===== config.mk =====
export PLATFORM = sky130hd
export DESIGN_NAME = hsrch_seq
export DESIGN_NICKNAME = d
export VERILOG_FILES = /design/src/rtl/hsrch_pkg.sv /design/src/rtl/hsrch_cmd_table.sv /design/src/rtl/hsrch_hdr_check.sv /design/src/rtl/hsrch_addr_walk.sv /design/src/rtl/hsrch_seq.sv
export SDC_FILE = /design/constraint.sdc
export NUM_CORES = 1
export LEC_CHECK = 0
export ABC_AREA = 1
export BUFFER_PORTS_ARGS = -buffer_cell sky130_fd_sc_hd__buf_4
export CORE_MARGIN = 2
export CORE_UTILIZATION = 44
export DETAILED_ROUTE_END_ITERATION = 8
export GPL_ROUTABILITY_DRIVEN = 0
export GPL_TIMING_DRIVEN = 0
export MAX_ROUTING_LAYER = met4
export PLACE_DENSITY = 0.83
export SLEW_MARGIN = 5
export SYNTH_ARGS = -nofsm -noshare
export SYNTH_HDL_FRONTEND = slang
export SYNTH_SLANG_ARGS = --single-unit

===== constraint.sdc =====
create_clock -name clk -period 2.1 [get_ports clk]
set_clock_uncertainty 0.15 [all_clocks]
set_input_delay 0.42 -clock clk [delete_from_list [all_inputs] [get_ports clk]]
set_output_delay 0.42 -clock clk [all_outputs]
set_load 0.05 [all_outputs]

===== src/rtl/hsrch_pkg.sv =====
package hsrch_pkg;

    localparam int ADDR_W = 32;

    localparam logic [7:0] OP_OCTAL = 8'h7C;
    localparam logic [7:0] OP_WIDE  = 8'h13;
    localparam logic [7:0] OP_BASIC = 8'h03;

    typedef enum logic [1:0] {
        ATT_OCTAL = 2'd0,
        ATT_WIDE  = 2'd1,
        ATT_BASIC = 2'd2
    } attempt_e;

    typedef enum logic [2:0] {
        ST_IDLE  = 3'd0,
        ST_ISSUE = 3'd1,
        ST_RECV  = 3'd2,
        ST_FOUND = 3'd3,
        ST_LOCK  = 3'd4
    } state_e;

    typedef struct packed {
        logic [7:0]        opcode;
        logic [ADDR_W-1:0] addr;
        logic [2:0]        addr_bytes;
        logic [3:0]        lanes;
        logic [3:0]        dummy;
    } cmd_t;

    typedef struct packed {
        state_e            state;
        attempt_e          attempt;
        logic              found;
        logic              lock;
        logic [ADDR_W-1:0] found_addr;
    } seq_t;

endpackage


===== src/rtl/hsrch_cmd_table.sv =====
module hsrch_cmd_table
    import hsrch_pkg::*;
(
    input  attempt_e          attempt,
    input  logic [ADDR_W-1:0] hdr_addr,
    output cmd_t              cmd
);

    always_comb begin
        cmd = '0;
        case (attempt)
            ATT_OCTAL: begin
                cmd.opcode     = OP_OCTAL;
                cmd.addr       = hdr_addr;
                cmd.addr_bytes = 3'd4;
                cmd.lanes      = 4'd8;
                cmd.dummy      = 4'd8;
            end
            ATT_WIDE: begin
                cmd.opcode     = OP_WIDE;
                cmd.addr       = hdr_addr;
                cmd.addr_bytes = 3'd4;
                cmd.lanes      = 4'd1;
                cmd.dummy      = 4'd0;
            end
            default: begin
                cmd.opcode     = OP_BASIC;
                cmd.addr       = {8'h00, hdr_addr[23:0]};
                cmd.addr_bytes = 3'd3;
                cmd.lanes      = 4'd1;
                cmd.dummy      = 4'd0;
            end
        endcase
    end

endmodule


===== src/rtl/hsrch_hdr_check.sv =====
module hsrch_hdr_check #(
    parameter int          HDR_WORDS = 4,
    parameter int          ID_IDX    = 2,
    parameter logic [31:0] ID_WORD   = 32'hA5C3_0F96
) (
    input  logic        clk,
    input  logic        rst_n,
    input  logic        clr,
    input  logic        en,
    input  logic        rx_valid,
    input  logic [31:0] rx_data,
    output logic        complete,
    output logic        match
);

    localparam int CNT_W = $clog2(HDR_WORDS + 1);

    typedef struct packed {
        logic [CNT_W-1:0] cnt;
        logic             match;
    } chk_t;

    chk_t d, q;

    always_comb begin
        d = q;
        if (clr) begin
            d = '0;
        end else if (en && rx_valid && (q.cnt < CNT_W'(HDR_WORDS))) begin
            if ((q.cnt == CNT_W'(ID_IDX)) && (rx_data == ID_WORD)) begin
                d.match = 1'b1;
            end
            d.cnt = q.cnt + CNT_W'(1);
        end
    end

    always_ff @(posedge clk or negedge rst_n) begin
        if (!rst_n) q <= '0;
        else        q <= d;
    end

    assign complete = (q.cnt == CNT_W'(HDR_WORDS));
    assign match    = q.match;

endmodule


===== src/rtl/hsrch_addr_walk.sv =====
module hsrch_addr_walk #(
    parameter logic [31:0] BASE_ADDR       = 32'h0000_0000,
    parameter logic [31:0] STRIDE          = 32'h0000_8000,
    parameter int          SEARCH_LIMIT    = 4,
    parameter bit          DUAL_STACK      = 1'b0,
    parameter int          LOWER_SPAN_LOG2 = 28
) (
    input  logic        clk,
    input  logic        rst_n,
    input  logic        load,
    input  logic        step,
    output logic [31:0] addr,
    output logic        last
);

    localparam int IDX_W = $clog2(SEARCH_LIMIT + 1);

    typedef struct packed {
        logic [31:0]      addr;
        logic [IDX_W-1:0] idx;
    } walk_t;

    walk_t d, q;
    logic [32:0] next_addr;
    logic        beyond;

    assign next_addr = {1'b0, q.addr} + {1'b0, STRIDE};

    generate
        if (DUAL_STACK) begin : g_dual
            localparam logic [32:0] SPAN_END = 33'd1 << LOWER_SPAN_LOG2;
            assign beyond = (next_addr >= SPAN_END);
        end else begin : g_single
            assign beyond = next_addr[32];
        end
    endgenerate

    always_comb begin
        d = q;
        if (load) begin
            d.addr = BASE_ADDR;
            d.idx  = '0;
        end else if (step) begin
            d.addr = next_addr[31:0];
            d.idx  = q.idx + IDX_W'(1);
        end
    end

    always_ff @(posedge clk or negedge rst_n) begin
        if (!rst_n) q <= '0;
        else        q <= d;
    end

    assign addr = q.addr;
    assign last = (q.idx >= IDX_W'(SEARCH_LIMIT - 1)) || beyond;

endmodule


===== src/rtl/hsrch_seq.sv =====
module hsrch_seq
    import hsrch_pkg::*;
#(
    parameter logic [31:0] BASE_ADDR       = 32'h0000_0000,
    parameter int          SEARCH_LIMIT    = 8,
    parameter int          HDR_WORDS       = 4,
    parameter int          ID_IDX          = 2,
    parameter logic [31:0] ID_WORD         = 32'hA5C3_0F96,
    parameter bit          DUAL_STACK      = 1'b0,
    parameter int          LOWER_SPAN_LOG2 = 28,
    localparam int         LEN_W           = $clog2(HDR_WORDS * 4 + 1)
) (
    input  logic             clk,
    input  logic             rst_n,
    input  logic             start,
    output logic             req_valid,
    input  logic             req_ready,
    output logic [7:0]       req_opcode,
    output logic [31:0]      req_addr,
    output logic [2:0]       req_addr_bytes,
    output logic [3:0]       req_lanes,
    output logic [3:0]       req_dummy,
    output logic [LEN_W-1:0] req_len,
    input  logic             rx_valid,
    input  logic [31:0]      rx_data,
    output logic             done,
    output logic             found,
    output logic [31:0]      found_addr,
    output logic             lockdown,
    output logic             error_out,
    output logic [31:0]      tristate_ctl
);

    localparam logic [31:0] STRIDE = 32'h0000_8000;

    seq_t d, q;

    logic        walk_load, walk_step, walk_last;
    logic [31:0] walk_addr;
    logic        chk_clr, chk_complete, chk_match;
    cmd_t        cmd;

    hsrch_addr_walk #(
        .BASE_ADDR      (BASE_ADDR),
        .STRIDE         (STRIDE),
        .SEARCH_LIMIT   (SEARCH_LIMIT),
        .DUAL_STACK     (DUAL_STACK),
        .LOWER_SPAN_LOG2(LOWER_SPAN_LOG2)
    ) u_walk (
        .clk  (clk),
        .rst_n(rst_n),
        .load (walk_load),
        .step (walk_step),
        .addr (walk_addr),
        .last (walk_last)
    );

    hsrch_hdr_check #(
        .HDR_WORDS(HDR_WORDS),
        .ID_IDX   (ID_IDX),
        .ID_WORD  (ID_WORD)
    ) u_chk (
        .clk     (clk),
        .rst_n   (rst_n),
        .clr     (chk_clr),
        .en      (q.state == ST_RECV),
        .rx_valid(rx_valid),
        .rx_data (rx_data),
        .complete(chk_complete),
        .match   (chk_match)
    );

    hsrch_cmd_table u_tbl (
        .attempt (q.attempt),
        .hdr_addr(walk_addr),
        .cmd     (cmd)
    );

    always_comb begin
        d         = q;
        walk_load = 1'b0;
        walk_step = 1'b0;
        chk_clr   = 1'b0;
        case (q.state)
            ST_IDLE: begin
                chk_clr = 1'b1;
                if (start) begin
                    walk_load = 1'b1;
                    d.attempt = ATT_OCTAL;
                    d.state   = ST_ISSUE;
                end
            end
            ST_ISSUE: begin
                chk_clr = 1'b1;
                if (req_ready) d.state = ST_RECV;
            end
            ST_RECV: begin
                if (chk_complete) begin
                    if (chk_match) begin
                        d.state      = ST_FOUND;
                        d.found      = 1'b1;
                        d.found_addr = walk_addr;
                    end else if (q.attempt != ATT_BASIC) begin
                        d.attempt = attempt_e'(q.attempt + 2'd1);
                        d.state   = ST_ISSUE;
                    end else if (walk_last) begin
                        d.state = ST_LOCK;
                        d.lock  = 1'b1;
                    end else begin
                        walk_step = 1'b1;
                        d.attempt = ATT_OCTAL;
                        d.state   = ST_ISSUE;
                    end
                end
            end
            default: ;
        endcase
    end

    always_ff @(posedge clk or negedge rst_n) begin
        if (!rst_n) q <= '0;
        else        q <= d;
    end

    assign req_valid      = (q.state == ST_ISSUE);
    assign req_opcode     = cmd.opcode;
    assign req_addr       = cmd.addr;
    assign req_addr_bytes = cmd.addr_bytes;
    assign req_lanes      = cmd.lanes;
    assign req_dummy      = cmd.dummy;
    assign req_len        = LEN_W'(HDR_WORDS * 4);
    assign done           = q.found | q.lock;
    assign found          = q.found;
    assign found_addr     = q.found_addr;
    assign lockdown       = q.lock;
    assign error_out      = q.lock;
    assign tristate_ctl   = q.lock ? 32'hFFFF_FFFF : 32'h0000_0000;

endmodule


==> run_results.csv <==
group,metric,value,unit
yosys,synth_top_family_by_area,"buffers and inverters",
pwr,vdd_ir_drop_max,252,uV
yosys,synth_fa_ha_area_share,1.75,%
yosys,synth.cell_area,0.00357,mm^2
worst_setup_path,crit_chain,"nor2_4 -> inv_1 -> buf_4 -> buf_4",
floorplanning,std_cell_rows,32,
place,dp_slack,0.166,ns
yosys,netlist.area_leader.share,34.3,%
sta,worst_pin_slew,0.618,ns
sta,min_period,2.01,ns
yosys,synth_warnings,0,
yosys,ys_types,30,
floorplanning,dieHeight,94.1,um
route,via_count,3221,
floorplanning,core-area,0.00781,mm^2
yosys,yosysTopAreaCell,"dfrtp_1",
route,ant_nets,0,
yosys,synth.avg_cell_area,7.94,um^2
worst_setup_path,cpLargestDelayFamily,"flip-flops",
pwr,switchingPower,0.000528,W
worst_setup_path,cp_slowest_cell,"dfrtp_2",
grt,grt-busiest-layer,"met2",
yosys,synth_compound_area_share,9.84,%
route,drc,0,
yosys,synth_seq_cells,49,
sta,finalCritPeriodShare,95.6,%
cts,clk_pin_slew,0.09,ns
route,initialDrtViolationCount,212,
grt,grt_pass1_wl,13.3,mm
worst_setup_path,path_common_cell,"buf_4",
grt,antenna_found_initial,0,
cells_and_area,fin_nets,660,
sta,drv_slew,0,
yosys,syn_inst,450,
grt,grt_max_degree,50,
cts,clockRootBuffer,"clkbuf_8",
yosys,synthXorXnorAreaFrac,1.47,%
sta,slew-limit-headroom,58.8,%
grt,grtUsageMet2,33.8,%
floorplanning,fp.dieArea,0.00886,mm^2
cells_and_area,areaGrowthSynthToFinish,37.2,%
place,numPortBuffers,120,
yosys,synth.area.top_cells,"dfrtp_1 34%, buf_4 23%, nand2_1 8.1%",
worst_setup_path,cp.required,1.53,ns
worst_setup_path,worst-endpoint-arrival,1.44,ns
grt,grt_overflow,0,
sta,hold_viol_final,0,
pwr,power_frac_comb,15.3,%
grt,grt_pass1_vias,3057,
worst_setup_path,slowest_delay,0.51,ns
route,vias_per_cell,4.47,
yosys,synthMuxAreaShare,0,%
worst_setup_path,crit_buf_inv,3,
worst_setup_path,path_max_fanout,12,
flow_run,max-cap-violations,0,
grt,met1_usage,22.2,%
route,drtPass1Iterations,4,
cts,cts_tree,"yes",
pwr,p_leak,2.73,nW
worst_setup_path,cp-start-kind,"register",
pwr,p_sw_share,27.0,%
cells_and_area,fill_cells,675,
pwr,internal_power,0.00143,W
route,post_drt_wl_per_cell,11.3,um
cts,htreeDepth,2,
floorplanning,ios,162,
worst_setup_path,critPathKind,"register to output pin",
sta,rsz0062_at_grt,"no",
place,placed_cell_area,0.00476,mm^2
floorplanning,start_util,45.8,%
sta,layout_setup_ws,0.0927,ns
cells_and_area,n_antenna_cell,0,
worst_setup_path,critPathCaptureType,"output pin",
pwr,p_seq_share,48.2,%
place,hpwl,6.44,mm
outcome,status,"complete, no violations",
sta,holdWs,0.231,ns
cells_and_area,stdcell_area,0.00490,mm^2
grt,grt_use_met3,2.89,%
cts,numCtsBuffers,5,
floorplanning,die_x,94.1,um
cells_and_area,drive_above_1_share,46.7,%
route,drt-total-wl,8.13,mm
sta,setup_viol,0,
cts,cts_sinks,49,
sta,fmax,0.498,GHz
yosys,ys_seq_area_share,34.3,%
yosys,synthSimpleGateAreaFrac,23.4,%
cts,clk_latency,0.31,ns
pwr,p_per_area,399,mW/mm^2
cts,clockBufferDepth,2,
grt,grt_use_total,19.0,%
worst_hold_path,hp-class,"primary input to register",
pwr,power_frac_clock,36.5,%
[per-stage QoR]
step | power (W) | utilization, % | std cells | setup TNS, ns
5_1_grt | 0.00202 | 62.8 | 721 | 0
2_1_floorplan | 0.00119 | - | 489 | -0.112
3_3_place_gp | 0.00126 | 60.9 | 711 | 0
6_report | 0.00196 | 62.8 | 721 | 0
3_5_place_dp | 0.00126 | 60.9 | 711 | 0
4_1_cts | 0.00196 | 62.6 | 719 | 0
[routing by layer]
metal	part of all wire, %	routed length (um)
met4	1.6	133
met3	7.5	607
met1	41	3340
met2	50	4050
met5	0	0
[layout make-up]
| type | count | area, um^2 | share of cell area (%) |
|---|---|---|---|
| Multi-Input combinational cell | 279 | 1460 | 29.8 |
| Inverter | 43 | 161 | 3.29 |
| Tap cell | 102 | 128 | 2.60 |
| Clock inverter | 2 | 37.5 | 0.766 |
| Clock buffer | 6 | 82.6 | 1.68 |
| Buffer | 117 | 875 | 17.8 |
| Timing Repair Buffer | 123 | 926 | 18.9 |
| Sequential cell | 49 | 1230 | 25.1 |
[power groups by stage]
| stage | Clock [W] | Sequential, W | Combinational (W) |
|---|---|---|---|
| 2_1_floorplan | 0 | 0.000962 | 0.000225 |
| 3_3_place_gp | 0 | 0.000961 | 0.000295 |
| 3_5_place_dp | 0 | 0.000961 | 0.000297 |
| 4_1_cts | 0.000724 | 0.000943 | 0.000298 |
| 5_1_grt | 0.000758 | 0.000943 | 0.000318 |
| 6_report | 0.000714 | 0.000943 | 0.000300 |
[cells in the final DEF, fill, tap and decap left out, types with 3 or more instances in the layout]
master,Yosys,final
a21oi_1,5,5
buf_4,109,231
buf_6,3,3
clkbuf_8,0,6
conb_1,2,41
dfrtp_1,49,47
ha_1,5,5
inv_1,39,39
inv_2,4,4
nand2_1,77,77
nand3_1,19,19
nand4_1,19,19
nor2_1,35,34
nor2_2,3,3
nor2_4,4,5
nor3_1,8,8
o21ai_0,8,8
o21ai_1,17,17
o21ai_2,18,18
or2_2,3,3
xor2_1,5,5
[final timing paths]
check                                startpoint  slack (ns)  cells past startpoint               to
worst max register to register  u_walk.addr[15]        0.14                      7  u_walk.addr[31]
worst min register to register            found        0.34                      2            found
worst min-delay path                   rx_valid        0.23                      3       u_chk.q[3]
worst max-delay path                      q[35]        0.09                      4    req_opcode[0]
max in group asynchronous                 rst_n        0.81                      2        error_out
min in group asynchronous                 rst_n        0.51                      2  u_walk.addr[16]
[state kept, by name, summed over array words and instances, names as in the netlist]
| register | count |
|---|---|
| found_addr | 17 |
| u_walk.addr | 17 |
| q | 5 |
| u_walk.q | 4 |
| u_chk.q | 3 |
| error_out | 1 |
| found | 1 |
| u_chk.match | 1 |
[synth_stat cells, drive strengths merged]
| cell | count |
|---|---|
| nand4 | 19 |
| nand3b | 2 |
| a21oi | 5 |
| inv | 43 |
| conb | 2 |
| xor2 | 5 |
| buf | 114 |
| o21ai | 43 |
| dfrtp | 49 |
| nand2 | 81 |
| o21bai | 1 |
| o22ai | 2 |
| or2 | 3 |
| nand3 | 21 |
| xnor2 | 1 |
| clkbuf | 4 |
| nor2 | 42 |
| nor3 | 8 |
| ha | 5 |
[timing repair]
action                                  CTS  global route
buffers inserted                          0             2
hold buffers                              1             0
hold endpoints to repair                 43             0
endpoints found under the setup margin    8             9
pin swaps                                 0             1
resized for setup                         1             3
[cell families (layout without fill, tap and decap cells)]
logic type,count (synthesis),in the layout
buffers and inverters,161,291
and+or+nand+nor,176,176
other,2,41
adders and majority gates,5,5
xor gates and xnor gates,6,6
AOI/OAI and AO/OA,51,51
DFF,49,49
[worst min-delay path: stages]
cell and delay [ns]:
buf_4 0.11, nand3_1 0.07, a21oi_1 0.05
Power figures use the tool's default switching activity.
